==> src/rtl/sq_pkg.sv <==
// Package: shared types and helpers of the SRAM start-up sequencer.
// Assumes: nothing beyond IEEE 1800-2017.
package sq_pkg;

    // Sequencer states; order carries no meaning.
    typedef enum logic [1:0] {
        SEQ_HOLD  = 2'd0,   // DLL off, waiting for supply and clock
        SEQ_LOCK  = 2'd1,   // DLL on, counting lock and impedance cycles
        SEQ_READY = 2'd2,   // traffic allowed
        SEQ_STOP  = 2'd3    // memory clock stopped for a DLL reset
    } seq_state_t;

    // Integer division rounded up, used to turn a duration into a cycle count.
    function automatic int unsigned ceil_div(input int unsigned num, input int unsigned den);
        return (num + den - 1) / den;
    endfunction

endpackage

==> src/rtl/sq_sat_counter.sv <==
// Module: saturating up-counter with synchronous clear and a done flag.
// Counts enabled cycles from zero up to LIMIT and holds there.
// Assumes: LIMIT >= 1; clear has priority over increment.
module sq_sat_counter #(
    parameter int unsigned LIMIT = 16
) (
    input  logic clk,
    input  logic rst_n,
    input  logic clr,
    input  logic inc,
    output logic done
);
    localparam int unsigned W = $clog2(LIMIT + 1);
    localparam logic [W-1:0] LIM = W'(LIMIT);

    logic [W-1:0] cnt;

    // Count enabled cycles, stopping at the limit.
    always_ff @(posedge clk) begin
        if (!rst_n || clr) begin
            cnt <= '0;
        end else if (inc && (cnt != LIM)) begin
            cnt <= cnt + 1'b1;
        end
    end

    assign done = (cnt == LIM);

    // The counter never passes its limit (guards R4, R5, R8 intervals).
    assert_count_bound_R4: assert property (@(posedge clk) disable iff (!rst_n)
        cnt <= LIM);

    // Once at the limit, it stays there unless cleared.
    assert_count_hold_R5: assert property (@(posedge clk) disable iff (!rst_n)
        (done && !clr) |=> done);

endmodule

==> src/rtl/sq_read_gate.sv <==
// Module: read admission for the sequencer.
// Passes read requests through while ready. Otherwise it blocks them and
// raises a one-cycle error pulse on the following cycle.
// Assumes: ready is a registered signal from the sequencer state.
module sq_read_gate (
    input  logic clk,
    input  logic rst_n,
    input  logic rd_req,
    input  logic ready,
    output logic rd_grant,
    output logic rd_err
);
    // A grant is the request itself, qualified by readiness.
    assign rd_grant = rd_req & ready;

    // Register a refused request into an error pulse.
    always_ff @(posedge clk) begin
        if (!rst_n) begin
            rd_err <= 1'b0;
        end else begin
            rd_err <= rd_req & ~ready;
        end
    end

    // A refused read always produces an error on the next cycle.
    assert_refused_read_R10: assert property (@(posedge clk) disable iff (!rst_n)
        (rd_req && !ready) |=> rd_err);

    // No error follows a cycle without a refused read.
    assert_no_spurious_err_R10: assert property (@(posedge clk) disable iff (!rst_n)
        !(rd_req && !ready) |=> !rd_err);

endmodule

==> src/rtl/sram_init_seq.sv <==
// Module: start-up and re-arm sequencer for an attached DDR SRAM.
// Holds the DLL off until supply and clock are good. Then it counts the
// DLL lock interval and the non-read cycles needed for impedance settling,
// and then grants traffic. A clock-stop or frequency-change request stops
// the memory clock for a minimum quiet time and relocks.
// Assumes: clk is free-running with period REF_PERIOD_PS. mem_clk_tick
// marks each memory clock cycle, already brought into this clock domain.
module sram_init_seq #(
    parameter int unsigned LOCK_CYCLES    = 2048,
    parameter int unsigned NONREAD_CYCLES = 1024,
    parameter int unsigned REF_PERIOD_PS  = 8000,
    parameter int unsigned STOP_MIN_PS    = 30000
) (
    input  logic clk,
    input  logic rst_n,
    input  logic pwr_good,
    input  logic clk_stable,
    input  logic mem_clk_tick,
    input  logic stop_req,
    input  logic freq_chg,
    input  logic rd_req,
    output logic dll_run,
    output logic clk_gate_req,
    output logic ready,
    output logic rd_grant,
    output logic rd_err
);
    import sq_pkg::*;

    localparam int unsigned STOP_TICKS = ceil_div(STOP_MIN_PS, REF_PERIOD_PS);

    seq_state_t state, state_nxt;
    logic       env_ok;
    logic       rearm;
    logic       lock_done;
    logic       imp_done;
    logic       stop_done;

    assign env_ok = pwr_good & clk_stable;
    assign rearm  = stop_req | freq_chg;

    // Lock interval: memory clock cycles spent in the lock state.
    sq_sat_counter #(.LIMIT(LOCK_CYCLES)) i_lock_cnt (
        .clk   (clk),
        .rst_n (rst_n),
        .clr   (state != SEQ_LOCK),
        .inc   (mem_clk_tick),
        .done  (lock_done)
    );

    // Impedance settling: non-read memory cycles with power up; kept until reset.
    sq_sat_counter #(.LIMIT(NONREAD_CYCLES)) i_imp_cnt (
        .clk   (clk),
        .rst_n (rst_n),
        .clr   (1'b0),
        .inc   (mem_clk_tick & pwr_good & ~rd_req),
        .done  (imp_done)
    );

    // Quiet window: consecutive reference cycles without a memory tick while stopped.
    sq_sat_counter #(.LIMIT(STOP_TICKS)) i_stop_cnt (
        .clk   (clk),
        .rst_n (rst_n),
        .clr   ((state != SEQ_STOP) | mem_clk_tick),
        .inc   (1'b1),
        .done  (stop_done)
    );

    // Next-state selection; a bad environment always wins.
    always_comb begin
        state_nxt = state;
        unique case (state)
            SEQ_HOLD: begin
                if (env_ok) state_nxt = SEQ_LOCK;
            end
            SEQ_LOCK: begin
                if (!env_ok)                   state_nxt = SEQ_HOLD;
                else if (rearm)                state_nxt = SEQ_STOP;
                else if (lock_done && imp_done) state_nxt = SEQ_READY;
            end
            SEQ_READY: begin
                if (!env_ok)    state_nxt = SEQ_HOLD;
                else if (rearm) state_nxt = SEQ_STOP;
            end
            SEQ_STOP: begin
                if (!env_ok)        state_nxt = SEQ_HOLD;
                else if (stop_done) state_nxt = SEQ_LOCK;
            end
            default: state_nxt = SEQ_HOLD;
        endcase
    end

    // State register.
    always_ff @(posedge clk) begin
        if (!rst_n) state <= SEQ_HOLD;
        else        state <= state_nxt;
    end

    // Output decode straight from the registered state.
    assign dll_run      = (state != SEQ_HOLD);
    assign clk_gate_req = (state == SEQ_STOP);
    assign ready        = (state == SEQ_READY);

    sq_read_gate i_rd_gate (
        .clk      (clk),
        .rst_n    (rst_n),
        .rd_req   (rd_req),
        .ready    (ready),
        .rd_grant (rd_grant),
        .rd_err   (rd_err)
    );

    // Bad supply or clock turns everything off on the next edge.
    assert_env_loss_R3: assert property (@(posedge clk) disable iff (!rst_n)
        !env_ok |=> (!dll_run && !ready && !clk_gate_req));

    // DLL stays off while waiting, and turns on once the environment is good.
    assert_dll_release_R2: assert property (@(posedge clk) disable iff (!rst_n)
        (!dll_run && env_ok) |=> dll_run);

    // Ready implies DLL running and no clock gate.
    assert_ready_dll_R6: assert property (@(posedge clk) disable iff (!rst_n)
        ready |-> (dll_run && !clk_gate_req));

    // Ready rises only with both counts complete on the edge before.
    assert_ready_rise_R4: assert property (@(posedge clk) disable iff (!rst_n)
        $rose(ready) |-> $past(lock_done && imp_done));

    // Impedance result is never lost after it is reached.
    assert_imp_sticky_R5: assert property (@(posedge clk) disable iff (!rst_n)
        imp_done |=> imp_done);

    // A re-arm with DLL running gates the clock and drops ready next edge.
    assert_rearm_R7: assert property (@(posedge clk) disable iff (!rst_n)
        (dll_run && env_ok && rearm && !clk_gate_req) |=> (clk_gate_req && !ready));

    // The gate holds while the quiet window is incomplete.
    assert_gate_hold_R8: assert property (@(posedge clk) disable iff (!rst_n)
        (clk_gate_req && env_ok && !stop_done) |=> clk_gate_req);

    // Re-arm requests leave the gate off while the DLL is off.
    assert_rearm_ignored_R11: assert property (@(posedge clk) disable iff (!rst_n)
        (!dll_run && !env_ok) |=> !clk_gate_req);

    // Grants never appear without ready.
    assert_grant_ready_R10: assert property (@(posedge clk) disable iff (!rst_n)
        rd_grant |-> ready);

endmodule

==> config.mk <==
export PLATFORM = sky130hd
export DESIGN_NAME = sram_init_seq
export DESIGN_NICKNAME = d
export VERILOG_FILES = /design/src/rtl/sq_pkg.sv /design/src/rtl/sq_sat_counter.sv /design/src/rtl/sq_read_gate.sv /design/src/rtl/sram_init_seq.sv
export SDC_FILE = /design/constraint.sdc
export NUM_CORES = 1
export LEC_CHECK = 0
export BUFFER_PORTS_ARGS = -buffer_cell sky130_fd_sc_hd__buf_2
export CAP_MARGIN = 25
export CORE_ASPECT_RATIO = 1.1
export CORE_MARGIN = 2
export CORE_UTILIZATION = 60
export DETAILED_ROUTE_END_ITERATION = 12
export MAX_ROUTING_LAYER = met4
export PLACE_DENSITY = 0.8
export SLEW_MARGIN = 30
export SYNTH_ARGS = -nofsm -noshare
export SYNTH_HDL_FRONTEND = slang
export SYNTH_SLANG_ARGS = --single-unit
==> constraint.sdc <==
create_clock -name clk -period 3.2 [get_ports clk]
set_input_delay 0.32 -clock clk [delete_from_list [all_inputs] [get_ports clk]]
set_output_delay 0.32 -clock clk [all_outputs]
set_load 0.02 [all_outputs]
==> flow_summary.ini <==
[placed_design]
place_congestion = 0.8522
post-place-ws_ns = 1.605
dpl.hpwl_um = 2146
port_buffers = 12

[clock_tree]
cts_sinks = 29
hold_buffers = 0
cts_tree = done
cts_buffer_depth = 2
numCtsBuffers = 5
post_cts_buffers = 0
cts_resized = 0
cts.clk_slew.worst_paths_ns = 0.09
cts_max_level = 2
clkLatencyLatePin_ns = 0.32
cts-root-buf = clkbuf_4

[logic_synthesis]
synth_area_per_cell_um2 = 8.810
synthCells = 171
ys_ff_latch = 29
synth_nets = 185
synth_area_um2 = 1506
yosysWarnings = 0
yosysSeqAreaShare_pct = 38.54
ys_types = 38

[global_routing]
grt_overflow = 0
grt_max_degree = 18
grt.total_usage_pct = 23.19
grt_pass1_vias = 1190
antenna_found_initial = 0
grt_pass1_wl_um = 4864

[die]
die-area_um2 = 2928
ios = 13
rows = 19
core_area_um2 = 2449
die_h_um = 56.56
die_x_um = 51.78
initial_utilization_pct = 61.52

[setup_path]
arrival_ns = 1.95
slowest_delay_ns = 0.41
critPathKind = reg -> reg
cp_max_fo = 5
cp-end-kind = flip-flop
cp_slowest_cell = nor4b_1
start_kind = flip-flop
critPathTopFamily = simple AND/OR/NAND/NOR gates
cp_num_buf_inv = 1
cp.required_ns = 3.47
path_cells = inv_1, ha_1, nor4b_1, nand3_1, o211ai_1, and3b_1

[flow_run]
cap_violations = 0

[power_and_ir_drop]
power_frac_seq_pct = 58.9
p_clk_share_pct = 36.4
swShare_pct = 22.79
pwr-share-comb_pct = 4.7
peakVddDrop_mv = 0.3566
internal_power_mw = 0.4787
power_per_cell_area_nw_per_um2 = 376.8
leakage_nw = 0.6413
p_switching_mw = 0.1413

[timing]
rsz0062_at_grt = false
max_freq_ghz = 0.5951
timing.hold.ws_ns = 0.2561
finalHoldViolCount = 0
period_needed_ns = 1.681
setup_viol = 0
slew_viol_final = 0
tns_ns = 0
worst_pin_slew_ns = 0.4748
relSlewSlack_pct = 67.90
skew_ns = 0.006463
setup_ws_ns = 1.519
fin_crit_sh_pct = 52.52

[routing]
vias = 1208
wl_per_cell_um = 13.53
drtPass1Iterations = 4
drt-initial-drc-count = 35
postRouteAntennaNets = 0
drt_wl_total_um = 2950
viasPerCell = 5.541
drc = 0

[finish]
syn2layout_area_growth_pct = 9.219
final_common_cell = dfxtp_1
n_fill_cell = 209
final_net_count = 201
final_cell_mix = 29 x dfxtp_1, 17 x nand2_1, 14 x nor2_1
drive_above_1_share_pct = 17.11
antenna_cells = 0

[hold_path]
hold_path_class = in -> reg

[outcome]
status = finished, final reports clean
==> per-stage QoR <==
step / instance area, um2 / util [%] / total power, mW / cells
floorplan: 1506 / - / 0.3920 / 171
global placement: 1590 / 64.95 / 0.4012 / 211
finish: 1645 / 67.19 / 0.6200 / 218
global route: 1645 / 67.19 / 0.6461 / 218
detailed placement: 1590 / 64.95 / 0.4026 / 211
CTS: 1645 / 67.19 / 0.6263 / 218
==> power by group through the flow <==
| stage | clock [mW] | sequential [mW] | combinational [mW] |
|---|---|---|---|
| 5_1_grt | 0.248 | 0.366 | 0.0322 |
| 2_1_floorplan | 0 | 0.374 | 0.0180 |
| 3_5_place_dp | 0 | 0.373 | 0.0292 |
| 6_report | 0.226 | 0.365 | 0.0294 |
| 3_3_place_gp | 0 | 0.373 | 0.0280 |
| 4_1_cts | 0.232 | 0.365 | 0.0293 |
==> flip-flops by register name, summed over array words and instances (netlist names) <==
signal,count
state,2
i_rd_gate.rd_err,1
i_lock_cnt.cnt,12
i_imp_cnt.cnt,11
i_stop_cnt.cnt,3
==> cell families after synthesis <==
group,synth area share (%)
buf+inv,3.738
flops,38.54
simple gates,34.97
compound gates,6.562
fa+ha+maj,4.983
mux,1.329
xor+xnor,9.884
==> layer usage <==
layer	GRT usage [%]	part of all wire, %	vias up
met3	8.511	3.7	10
met4	10.53	2.1	0
met1	22.41	42	548
met2	40.29	52	28
li1	-	-	622
met5	-	0	-
==> cell type report <==
| type | count | area [um2] | share of cell area, % |
|---|---|---|---|
| Tap cell | 31 | 38.79 | 2.357 |
| Clock buffer | 7 | 55.05 | 3.346 |
| Inverter | 11 | 41.29 | 2.510 |
| Sequential cell | 29 | 580.6 | 35.29 |
| Timing Repair Buffer | 12 | 60.06 | 3.650 |
| Multi-Input combinational cell | 128 | 869.6 | 52.85 |
==> Yosys cell counts <==
library cell / count / area [um2]
nor2_2: 2 / 12.51
inv_1: 11 / 41.29
nor2b_1: 1 / 6.260
xor2_1: 9 / 78.83
xnor2_1: 8 / 70.07
nand2_1: 17 / 63.81
and2_1: 9 / 56.30
nand3b_1: 1 / 7.510
nand2b_1: 2 / 12.51
o211ai_1: 1 / 7.510
o21ai_0: 4 / 20.02
nor2_1: 14 / 52.55
nand4_2: 1 / 12.51
or3_2: 1 / 7.510
and3_2: 1 / 7.510
nand4b_4: 1 / 23.77
nand3_2: 1 / 10.01
buf_4: 1 / 7.510
a31oi_1: 2 / 12.51
nor4b_1: 1 / 8.760
a41oi_2: 1 / 16.27
and3_1: 4 / 25.02
a21oi_1: 4 / 20.02
nor4_1: 2 / 12.51
nand3_1: 8 / 40.04
o31ai_1: 1 / 7.510
nor4_2: 3 / 37.54
nor3_1: 7 / 35.03
clkbuf_1: 2 / 7.510
a21boi_0: 2 / 15.01
or2_2: 1 / 6.260
dfxtp_1: 29 / 580.6
nand4_1: 6 / 37.54
mux2i_1: 2 / 20.02
and3b_1: 1 / 8.760
ha_1: 6 / 75.07
or3_1: 2 / 12.51
nor4b_2: 2 / 30.03
==> path summary, 6_finish.rpt <==
check,start,to,slack [ns],cells past startpoint
worst max-delay path,i_lock_cnt.cnt[0],state[1],1.52,6
worst min-delay path,rd_req,i_rd_gate.rd_err,0.26,2
worst max register to register,i_lock_cnt.cnt[0],state[1],1.52,6
worst min register to register,i_stop_cnt.cnt[1],i_stop_cnt.cnt[1],0.50,2
No activity file was read; power rests on OpenSTA's default activity.
